File: src/rtl/tbctl_pkg.sv
package tbctl_pkg;
    localparam int CTRL_ADDR = 0;
    localparam int STAT_ADDR = 1;

    typedef enum logic {
        LK_OPEN   = 1'b0,
        LK_SEALED = 1'b1
    } lock_state_e;
endpackage

File: src/rtl/tb_rate_lock.sv
module tb_rate_lock
    import tbctl_pkg::*;
#(
    parameter int RATE_W = 2
) (
    input  logic              clk,
    input  logic              rst_n,
    input  logic              wr_ctrl,
    input  logic [RATE_W-1:0] wr_rate,
    output logic [RATE_W-1:0] rate_q,
    output logic              restart,
    output logic              sealed
);
    lock_state_e st_q, st_d;

    always_ff @(posedge clk) begin
        if (!rst_n) begin
            st_q <= LK_OPEN;
        end else begin
            st_q <= st_d;
        end
    end

    always_comb begin
        st_d    = st_q;
        restart = 1'b0;
        unique case (st_q)
            LK_OPEN: begin
                if (wr_ctrl) begin
                    st_d    = LK_SEALED;
                    restart = 1'b1;
                end
            end
            LK_SEALED: begin
                st_d = LK_SEALED;
            end
        endcase
    end

    always_ff @(posedge clk) begin
        if (!rst_n) begin
            rate_q <= '0;
        end else if (restart) begin
            rate_q <= wr_rate;
        end
    end

    assign sealed = (st_q == LK_SEALED);
endmodule

File: src/rtl/tb_divider.sv
module tb_divider #(
    parameter int RATE_W = 2,
    localparam int CNT_W = (1 << RATE_W) - 1
) (
    input  logic              clk,
    input  logic              rst_n,
    input  logic              restart,
    input  logic [RATE_W-1:0] rate,
    output logic              tick
);
    logic [CNT_W-1:0] cnt_q;
    logic [CNT_W-1:0] lim;

    always_comb begin
        lim = CNT_W'((32'd1 << rate) - 32'd1);
    end

    always_ff @(posedge clk) begin
        if (!rst_n || restart) begin
            cnt_q <= '0;
        end else if (cnt_q >= lim) begin
            cnt_q <= '0;
        end else begin
            cnt_q <= cnt_q + 1'b1;
        end
    end

    assign tick = (cnt_q == lim);
endmodule

File: src/rtl/tb_irq_gate.sv
module tb_irq_gate #(
    parameter int NSRC = 4
) (
    input  logic [NSRC-1:0] src,
    input  logic            ie,
    input  logic            lp_mode,
    output logic            pend,
    output logic            irq
);
    always_comb begin
        pend = |src;
        irq  = pend & (ie | lp_mode);
    end
endmodule

File: src/rtl/tbase_ctrl.sv
module tbase_ctrl
    import tbctl_pkg::*;
#(
    parameter int ADDR_W = 2,
    parameter int DATA_W = 8,
    parameter int NSRC   = 4,
    parameter int RATE_W = 2
) (
    input  logic              clk,
    input  logic              rst_n,
    input  logic [ADDR_W-1:0] bus_addr,
    input  logic              bus_wr,
    input  logic [DATA_W-1:0] bus_wdata,
    output logic [DATA_W-1:0] bus_rdata,
    input  logic [NSRC-1:0]   irq_src,
    input  logic              lp_mode,
    output logic              tick_en,
    output logic              binary_sel,
    output logic              irq
);
    localparam int CKSEL_BIT = RATE_W;
    localparam int IE_BIT    = RATE_W + 1;

    logic              wr_ctrl;
    logic              cksel_q;
    logic              ie_q;
    logic [RATE_W-1:0] rate_q;
    logic              restart;
    logic              sealed;
    logic              pend;
    logic              unused_wbits;

    assign wr_ctrl      = bus_wr && (bus_addr == ADDR_W'(CTRL_ADDR));
    assign unused_wbits = ^bus_wdata[DATA_W-1:IE_BIT+1];

    always_ff @(posedge clk) begin
        if (!rst_n) begin
            cksel_q <= 1'b0;
            ie_q    <= 1'b0;
        end else if (wr_ctrl) begin
            cksel_q <= bus_wdata[CKSEL_BIT];
            ie_q    <= bus_wdata[IE_BIT];
        end
    end

    tb_rate_lock #(.RATE_W(RATE_W)) u_lock (
        .clk     (clk),
        .rst_n   (rst_n),
        .wr_ctrl (wr_ctrl),
        .wr_rate (bus_wdata[RATE_W-1:0]),
        .rate_q  (rate_q),
        .restart (restart),
        .sealed  (sealed)
    );

    tb_divider #(.RATE_W(RATE_W)) u_div (
        .clk     (clk),
        .rst_n   (rst_n),
        .restart (restart),
        .rate    (rate_q),
        .tick    (tick_en)
    );

    tb_irq_gate #(.NSRC(NSRC)) u_gate (
        .src     (irq_src),
        .ie      (ie_q),
        .lp_mode (lp_mode),
        .pend    (pend),
        .irq     (irq)
    );

    always_comb begin
        bus_rdata = '0;
        if (bus_addr == ADDR_W'(CTRL_ADDR)) begin
            bus_rdata[RATE_W-1:0] = rate_q;
            bus_rdata[CKSEL_BIT]  = cksel_q;
            bus_rdata[IE_BIT]     = ie_q;
        end else if (bus_addr == ADDR_W'(STAT_ADDR)) begin
            bus_rdata[0] = pend;
        end
    end

    assign binary_sel = cksel_q;
endmodule

File: config.mk
export PLATFORM = sky130hd
export DESIGN_NAME = tbase_ctrl
export DESIGN_NICKNAME = d
export VERILOG_FILES = /design/src/rtl/tbctl_pkg.sv /design/src/rtl/tb_rate_lock.sv /design/src/rtl/tb_divider.sv /design/src/rtl/tb_irq_gate.sv /design/src/rtl/tbase_ctrl.sv
export SDC_FILE = /design/constraint.sdc
export NUM_CORES = 1
export LEC_CHECK = 0
export CAP_MARGIN = 15
export CORE_MARGIN = 5
export CORE_UTILIZATION = 35
export CTS_CLUSTER_DIAMETER = 150
export DETAILED_ROUTE_END_ITERATION = 10
export GPL_ROUTABILITY_DRIVEN = 0
export PLACE_DENSITY = 0.77
export SYNTH_ARGS = -nofsm -noshare
export SYNTH_HDL_FRONTEND = slang
export SYNTH_SLANG_ARGS = --single-unit
export TNS_END_PERCENT = 1
File: constraint.sdc
create_clock -name clk -period 3.7 [get_ports clk]
set_clock_uncertainty 0.05 [all_clocks]
set_input_delay 0.37 -clock clk [delete_from_list [all_inputs] [get_ports clk]]
set_output_delay 0.37 -clock clk [all_outputs]
set_load 0.005 [all_outputs]
==> impl_metrics.toml <==
[outcome]
status = "finished clean"

[cts]
post_cts_buffers = 0
h-tree-depth = 1
cts-buffers-inserted = 3
clkTransAtPathRegs_ns = 0.05
clk_path_buf_depth = 2
cts_resized = 0
hold_buffers = 0
cts_sinks = 8
cts_tree = "built"
cts_root_buf = "clkbuf_4"
clk_latency_ns = 0.25

[min_path]
hold_end = "u_div.cnt_q[0]"
min_path_cells = 1
hold_start = "u_div.cnt_q[0]"
worstHoldPathType = "reg -> reg"

[grt]
grt_pass1_wl_mm = 1.580
globalRouteOverflowTotal = 0
antenna_found_initial = 0
grt_pass1_vias = 397
groute.usage.overall_pct = 10.28
grt_start_max_net_pins = 11

[logic_synthesis]
synth-simple-area-share_pct = 33.06
syn-cell-area_um2 = 465.4
ys.flop_type = "dfxtp_1"
async_flop_share_pct = 0
ys_seq_elements = 8
synth_cells = 56
syn_area_per_cell_um2 = 8.312
synth_adder_area_share_pct = 10.75
synth_xor_area_share_pct = 1.882
synth-edff-count = 0
yosysWarningCount = 0
yosysUniqueCellTypes = 23
synth_seq_area_share_pct = 34.41
synthMuxAreaShare_pct = 0
synth_compound_area_share_pct = 9.409
synth_top_family_by_area = "simple AND/OR/NAND/NOR gates"

[power_and_ir_drop]
netSwitchingFraction_pct = 22.95
clock_power_share_pct = 33.9
combPwrFrac_pct = 19.5
finalPower_mw = 0.1943
p_leak_nw = 0.2581
p_int_mw = 0.1497
power_frac_seq_pct = 46.6
p_sw_mw = 0.04459
p_per_area_nw_per_um2 = 283.9
ir_drop_mv = 0.1838

[route]
wire_per_inst_um = 11.50
wl_mm = 1.058
vias_per_cell = 4.696
drt_iter0_drc = 12
ant_nets = 0
vias = 432
drc = 0
drt-pass1-iter-count = 4

[timing]
setup_tns_ns = 0
final-setup-viol-count = 0
slew_viol_final = 0
period_minus_slack_ns = 2.236
slew_headroom_pct = 62.77
min_period_over_period_pct = 60.43
fmax_ghz = 0.4472
tightest_slew_ns = 0.5572
rsz0062_at_grt = "false"
final_hold_viol_count = 0

[finish]
antennaDiodeCount = 0
stdcell_count = 92
design_area_um2 = 684.4
fillers = 132
finalNetCount = 101
area_growth_pct = 47.04
drive_above_1_share_pct = 7.792
regArea_um2 = 160.2
multi_input_area_um2 = 271.5

[worst_setup_path]
rr_worst_depth = 5
cp.arrival_ns = 1.82
worstPathRequired_ns = 3.28
r2r_start = "u_lock.rate_q[1]"
crit_path_end_kind = "output port"
r2r_slack_ns = 2.12
start_kind = "flop"
crit_fanout = 4
worstSetupStartpoint = "u_lock.rate_q[1]"
path_class = "reg -> out"
rr_endpoint = "u_div.cnt_q[1]"

[floorplanning]
chipHeight_um = 46.47
die_w_um = 46.47
ioPinCount = 29
die_area_um2 = 2159
coreArea_um2 = 1285
initial_utilization_pct = 36.22
rows = 13

[run]
drv_cap = 0

[placement]
dp.cells = 89
io_buffers = 20
place_area_um2 = 661.9
dp_hpwl_um = 902.9
[cell type report]
class                           instances  area share [%]
Timing Repair Buffer                   20           29.25
Tap cell                               15           2.742
Inverter                                3           1.645
Sequential cell                         8           23.40
Clock buffer                            3           3.291
Multi-Input combinational cell         43           39.67
[placed cells by master, fill, tap and decap left out]
master	instances
nand3b_1	1
nand2_1	6
clkdlybuf4s50_1	20
a211oi_1	1
nor2_1	4
and2_1	2
nor3_1	4
a31o_2	1
nor4b_4	1
and3_1	1
xnor2_1	1
dfxtp_1	8
o21ai_0	4
conb_1	4
nor3b_1	1
or2_2	1
nand3_1	4
inv_1	3
nand2b_1	1
o21a_1	1
nor4_1	1
clkbuf_4	3
ha_1	4
[power by group through the flow]
stage	combinational, mW	clock, mW	sequential, mW
after floorplan	0.0165	0	0.0921
after global placement	0.0370	0	0.0924
after detailed placement	0.0378	0	0.0925
after CTS	0.0380	0.0690	0.0906
after global routing	0.0415	0.0736	0.0910
final	0.0378	0.0659	0.0906
[cells in the mapped netlist, types with 2 or more instances]
master	n	area share, %
and2_1	2	2.7
buf_4	4	6.5
dfxtp_1	8	34
ha_1	4	11
inv_1	3	2.4
nand2_1	6	4.8
nand3_1	4	4.3
nor2_1	4	3.2
nor3_1	4	4.3
o21ai_0	4	4.3
[per-stage QoR]
step	setup WS [ns]	hold slack, ns	util [%]
5_1_grt	1.375	0.4442	53.26
4_1_cts	1.448	0.4162	53.26
3_5_place_dp	1.472	0.4107	51.51
2_1_floorplan	2.232	0.3776	-
3_3_place_gp	1.485	0.3960	51.51
6_report	1.464	0.4124	53.26
[how the worst max path moves through the flow]
stage                           to  cells after the start
global placement      bus_rdata[0]                      4
CTS                        tick_en                      4
finish                     tick_en                      4
floorplan           u_div.cnt_q[0]                      5
detailed placement    bus_rdata[0]                      4
global route               tick_en                      4
[layer usage]
layer  vias up  global-route usage, %  wire, um
met2        13                  16.21       536
met3         0                  1.563        79
li1        226                      -         -
met1       193                  13.36       441
met5         -                      0         0
met4         0                  5.114         0
[worst max-delay path, cell delays in order, from the launching register on]
cell	delay, ns
dfxtp_1	0.33
or2_2	0.31
ha_1	0.29
and3_1	0.16
clkdlybuf4s50_1	0.49
[registers in the layout, summed over array words and instances (netlist names)]
signal / flops
u_lock.sealed: 1
ie_q: 1
binary_sel: 1
u_lock.rate_q: 2
u_div.cnt_q: 3
[cell families after synthesis]
family / Yosys count
buf+inv: 8
compound gates: 7
simple gates: 27
other cells: 1
fa+ha+maj: 4
flops: 8
xor+xnor: 1
Power figures use the tool's default switching activity.
